<file path="src/rtl/tlb_prot.sv">
module tlb_prot #(
  parameter int ENTRIES = 4,
  parameter int VPN_W   = 20,
  parameter int PPN_W   = 20
) (
  input  logic             clk,
  input  logic             rst_n,
  input  logic             lk_valid,
  input  logic [1:0]       lk_kind,
  input  logic [VPN_W-1:0] lk_vpn,
  output logic             lk_hit,
  output logic             lk_miss,
  output logic             lk_fault,
  output logic [PPN_W-1:0] lk_ppn,
  output logic             lk_mod,
  input  logic             fill_en,
  input  logic [VPN_W-1:0] fill_vpn,
  input  logic [1:0]       fill_prot,
  input  logic [PPN_W-1:0] fill_ppn,
  input  logic             flush
);
  localparam int PW = (ENTRIES > 1) ? $clog2(ENTRIES) : 1;
  localparam logic [1:0] K_STORE = 2'b01, K_FETCH = 2'b10;
  localparam logic [1:0] P_RW = 2'b01, P_RX = 2'b10;

  logic [ENTRIES-1:0] vld, mod, match;
  logic [VPN_W-1:0]   tag  [ENTRIES];
  logic [1:0]         prot [ENTRIES];
  logic [PPN_W-1:0]   page [ENTRIES];
  logic [PW-1:0]      ptr, sel;
  logic               any, permit;

  for (genvar i = 0; i < ENTRIES; i++) begin : g_cmp
    assign match[i] = vld[i] && (tag[i] == lk_vpn);
  end

  always_comb begin
    sel = '0;
    any = 1'b0;
    for (int i = ENTRIES - 1; i >= 0; i--)
      if (match[i]) begin
        sel = PW'(i);
        any = 1'b1;
      end
  end

  assign permit = (lk_kind == K_STORE) ? (prot[sel] == P_RW) :
                  (lk_kind == K_FETCH) ? (prot[sel] == P_RX) : 1'b1;

  assign lk_hit   = lk_valid && any && permit;
  assign lk_fault = lk_valid && any && !permit;
  assign lk_miss  = lk_valid && !any;
  assign lk_ppn   = lk_hit ? page[sel] : '0;
  assign lk_mod   = (lk_valid && any) ? mod[sel] : 1'b0;

  always_ff @(posedge clk or negedge rst_n) begin
    if (!rst_n) begin
      vld <= '0;
      mod <= '0;
      ptr <= '0;
    end else if (flush) begin
      vld <= '0;
    end else begin
      if (lk_hit && lk_kind == K_STORE) mod[sel] <= 1'b1;
      if (fill_en) begin
        vld[ptr] <= 1'b1;
        mod[ptr] <= 1'b0;
        ptr <= (ptr == PW'(ENTRIES - 1)) ? '0 : ptr + 1'b1;
      end
    end
  end

  always_ff @(posedge clk) begin
    if (fill_en && !flush) begin
      tag[ptr]  <= fill_vpn;
      prot[ptr] <= fill_prot;
      page[ptr] <= fill_ppn;
    end
  end
endmodule


</file>
<file path="config.mk">
export PLATFORM = sky130hd
export DESIGN_NAME = tlb_prot
export DESIGN_NICKNAME = d
export VERILOG_FILES = /design/src/rtl/tlb_prot.sv
export SDC_FILE = /design/constraint.sdc
export NUM_CORES = 1
export LEC_CHECK = 0
export BUFFER_PORTS_ARGS = -buffer_cell sky130_fd_sc_hd__buf_4
export CAP_MARGIN = 20
export CORE_MARGIN = 2
export CORE_UTILIZATION = 55
export DETAILED_ROUTE_END_ITERATION = 10
export PLACE_DENSITY = 0.73
export SLEW_MARGIN = 20
export SYNTH_ARGS = -nofsm -noshare
export SYNTH_HDL_FRONTEND = slang
export SYNTH_SLANG_ARGS = --single-unit
</file>
<file path="constraint.sdc">
create_clock -name clk -period 3.6 [get_ports clk]
set_input_delay 0.18 -clock clk [delete_from_list [all_inputs] [get_ports clk]]
set_output_delay 0.18 -clock clk [all_outputs]
set_load 0.02 [all_outputs]
</file>
# ---- Word level (Yosys, flattened, before mapping)
# Memories as Yosys holds them, arrays and structs flattened.
# Index checks and enable logic that the tools add are counted.
dict set report classes {
  n_addsub 1
  order_cmp 4
  eq_ne 9
  muxes 26
  bitwise_logic 5
  reduce_logical 17
}
# op count
set op_table {}
lappend op_table {{$eq A20 B20 Y1} 4}
lappend op_table {{$mux W20} 1}
lappend op_table {{$mux W4} 5}
lappend op_table {{$logic_and A1 B1 Y1} 12}
lappend op_table {{$mux W1} 12}
lappend op_table {{$mux W2} 5}
lappend op_table {{$or A4 B4 Y4} 2}
lappend op_table {{$eq A2 B2 Y1 const B} 3}
lappend op_table {{$lt A2 B3 Y1 const B} 2}
lappend op_table {{$and A4 B4 Y4} 1}
lappend op_table {{$demux W1 S2} 2}
lappend op_table {{$eq A2 B1 Y1 const B} 2}
lappend op_table {{$ge A2 B1 Y1 const B} 2}
lappend op_table {{$not A4 Y4} 1}
lappend op_table {{$logic_not A1 Y1} 3}
lappend op_table {{$add A2 B1 Y2 const B} 1}
lappend op_table {{$bmux W1 S2} 1}
lappend op_table {{$reduce_and A2 Y1} 1}
lappend op_table {{$reduce_bool A2 Y1} 1}
lappend op_table {{$not A1 Y1} 1}
dict set report word_totals {
  reg_bits 10
  ram_bits 168
  inputBits 69
  output_inout_bits 24
  wordCells 68
  mem_count 3
}
# name depth width read_ports rd_clocked_by_memory_dff write_ports line
set mem_list {}
lappend mem_list {page 4 20 1 0 1 29} ;# logic [PPN_W-1:0] page [ENTRIES];
lappend mem_list {tag 4 20 4 0 1 27} ;# logic [VPN_W-1:0] tag [ENTRIES];
lappend mem_list {prot 4 2 1 0 1 28} ;# logic [1:0] prot [ENTRIES];

# ---- Depth between registers and ports, before layout
# An unclocked memory read counts as a cell.
dict set report logic_depth {
  depth_word 16
  ltp_mapped 11
}

# ---- Worst setup path before layout
# No wires, ideal clock.
dict set report synth_path {
  path_type {register to output}
  startpoint {mem tag[3][15]}
  endpoint {out lk_fault}
  arrival_ps 2735
  slack_ps 685
  stages_incl_launch_ff 9
  cell_sequence {edfxtp_1 xor2_1 or4_1 nor4_2 o2111ai_1 a311o_1 a311o_1 and2_1 a21boi_1}
}
# item line
set synth_lines {}
lappend synth_lines {{start: declaration} 27}
lappend synth_lines {{end: declaration} 13} ;# output logic lk_fault,

==> impl_metrics.py <==
metrics = {
    "logic_synthesis": {
        "yosysWarnings": 0,
        "synthTopCellsByArea": "edfxtp_1, xnor2_1, xor2_1, dfrtp_1, mux2_2",
        "yosysTopAreaCell": "edfxtp_1",
        "synth_mux_area_frac": 0.0308,
        "synth-compound-area-share": 0.0797,
        "synth_xor_area_frac": 0.0924,
        "async_reset_ff_frac": 0.0562,
        "synth_edf_count": 168,
        "syn_nets": 569,
        "netlist_instances": 496,
        "yosys.area_share.simple": 0.0867,
        "synth_top_area_frac": 0.657,
        "synthAdderAreaFrac": 0.00652,
        "ys_seq_elements": 178,
        "syn-mean-instance-area_um2": 15.5,
        "synthesis.area_mm2": 0.00767,
        "yosysSeqAreaShare": 0.690,
        "synth_cell_types": 59,
        "synth_top_family_by_area": "XOR/XNOR gates",
        "synth-main-ff-cell": "edfxtp_1",
    },
    "die": {
        "num_rows": 43,
        "core_area_mm2": 0.0138,
        "io_pins": 93,
        "start_util": 0.557,
        "die_h_um": 122,
        "die_area_mm2": 0.0149,
        "die_x_um": 122,
    },
    "finish": {
        "drive_above_1_share": 0.327,
        "final_nets": 736,
        "diodes": 0,
        "stdcell_area_mm2": 0.0101,
        "fin_util": 0.732,
        "final_common_cell": "edfxtp_1",
        "areaGrowthSynthToFinish_pct": 31.4,
        "final_cell_mix": "edfxtp_1, buf_4, dlygate4sd3_1, xor2_1, nand2_1",
        "instances_no_fill": 856,
    },
    "critical_path": {
        "path_cells": "xnor2_2 -> nand4_1 -> or4_4 -> or2_4 -> a311o_1 -> a311o_1 -> nand4_4 -> buf_6 -> buf_16 -> a21oi_2 -> buf_4",
        "cp.buffers_inverters": 3,
        "regToRegSetupSlack_ns": 0.88,
        "criticalPathCategory": "flop to primary output",
        "crit_slowest_cell": "or4_4",
        "crit_path_start_kind": "flop",
        "crit_arrival_ns": 3.46,
        "path_max_fanout": 8,
        "critPathMaxStageDelay_ns": 0.56,
        "worstPathRequired_ns": 3.42,
        "worstSetupEndpointType": "primary output",
        "crit_top_cell": "a311o_1",
        "crit_family": "simple AND/OR/NAND/NOR gates",
    },
    "sta": {
        "slew_headroom": 0.542,
        "rsz0062_at_grt": "true",
        "fmax_ghz": 0.275,
        "finalSetupViolCount": 18,
        "finalHoldViolCount": 0,
        "slew_violations": 0,
        "worst_slew_pin_slew_ns": 0.687,
        "period_needed_ns": 3.64,
        "clock_skew_ns": 0.0110,
        "period_share": 1.01,
        "timing.hold.ws_ns": 0.114,
        "fin_ws_ns": -0.0385,
    },
    "pwr": {
        "total_power_mw": 4.85,
        "power_density_mw_per_mm2": 481,
        "p_leak_nw": 3.58,
        "ir_worst_vdd_uv": 314,
    },
    "drt": {
        "drt-initial-drc-count": 425,
        "vias": 4964,
        "ant_nets": 0,
        "routedWlPerCell_um": 21.3,
        "drc": 0,
        "avgViaCountPerCell": 5.80,
        "wl_um": 18300,
        "drt-pass1-iter-count": 4,
    },
    "placed_design": {
        "dp_hpwl_um": 11300,
        "place_area_mm2": 0.00868,
        "placed_cells": 770,
        "place_congestion": 0.897,
        "portBuffers": 92,
    },
    "clock_network": {
        "clk_latency_ns": 0.44,
        "numCtsBuffers": 17,
        "clkSinkCount": 178,
        "clkTransAtPathRegs_ns": 0.07,
        "cts.path.max_buffers": 2,
        "cts.htree.levels": 4,
        "cts_root_buffer": "clkbuf_16",
        "cts_tree": "done",
    },
    "status": {
        "outcome": "finished, violations left",
        "violations": "setup timing",
    },
    "global_routing": {
        "first_global_vias": 4988,
        "grt_use_total": 0.250,
        "grt_pass1_wl_um": 26900,
        "antenna_found_initial": 0,
        "grt-ovfl-total": 0,
        "grt_max_degree": 34,
    },
    "run": {
        "cap_violations": 0,
    },
    "min_path": {
        "hold_path.class": "input pin to asynchronous set/reset pin",
    },
}
## Yosys cell counts, types with 3 or more instances
cell type and n:
edfxtp_1 168, nor4_1 8, mux2_2 20, nand3_1 7, nand2_1 35, nor2b_1 3
ha_1 4, nor2_1 7, a311o_1 3, and2_1 6, or4_1 4, xnor2_1 42
nor3_1 11, a21o_1 4, buf_2 4, a41oi_1 3, or3_1 3, nand4_1 12
xor2_1 39, dfrtp_1 10, inv_1 8, a21oi_2 19, clkbuf_1 7, a211oi_1 3
a22oi_1 21, nand2b_1 3
## registers in the layout, indices dropped and copies added (netlist names)
| signal | cells |
|---|---|
| tag | 80 |
| mod | 4 |
| vld | 4 |
| prot | 8 |
| ptr | 2 |
| page | 80 |
## report_power, final
group | switching, mW | internal, mW
sequential | 0.0658 | 2.46
clock | 0.777 | 1.02
combinational | 0.313 | 0.216
## per-layer routing
metal  track usage  vias up  wire [um]
met2         0.398      240       8980
met1         0.341     2461       7610
met3        0.0520       25       1330
met4        0.0977        0        353
li1              -     2238          -
met5             0        -          0
## area by class of cell
cell class | count | area [um^2]
Timing Repair Buffer | 162 | 1480
Inverter | 9 | 33.8
Clock buffer | 19 | 433
Fill cell | 885 | 3690
Clock inverter | 13 | 135
Sequential cell | 178 | 5300
Tap cell | 180 | 225
Multi-Input combinational cell | 295 | 2480
## path summary, 6_finish.rpt
kind / from / end / cells past startpoint
worst max-delay path: tag[1][13] / lk_ppn[8] / 11
worst min-delay path: rst_n / vld[1] / 2
worst max register to register: tag[1][13] / mod[0] / 8
worst min register to register: vld[2] / vld[2] / 1
max in group asynchronous: rst_n / mod[0] / 2
min in group clk: flush / ptr[0] / 4
## kinds of logic after synthesis
family,after synthesis
compound gates,71
xor+xnor,81
fa+ha+maj,4
buf+inv,23
flops,178
mux,21
simple gates,118
## what timing repair did
action | CTS | global route
cloned | 1 | 1
pin swaps | 14 | 13
hold buffers | 43 | 0
setup buffers | 5 | 4
gates resized for setup | 15 | 35
endpoints found under the hold margin | 178 | 0
endpoints found under the setup margin | 22 | 22
## stage by stage
step                      setup TNS, ns  worst slack, ns
final                            -0.264          -0.0385
after global routing              -2.23           -0.128
after CTS                        -0.130          -0.0195
after detailed placement              0            0.238
after global placement                0            0.275
after floorplan                       0            0.685
No activity file was read; power rests on OpenSTA's default activity.
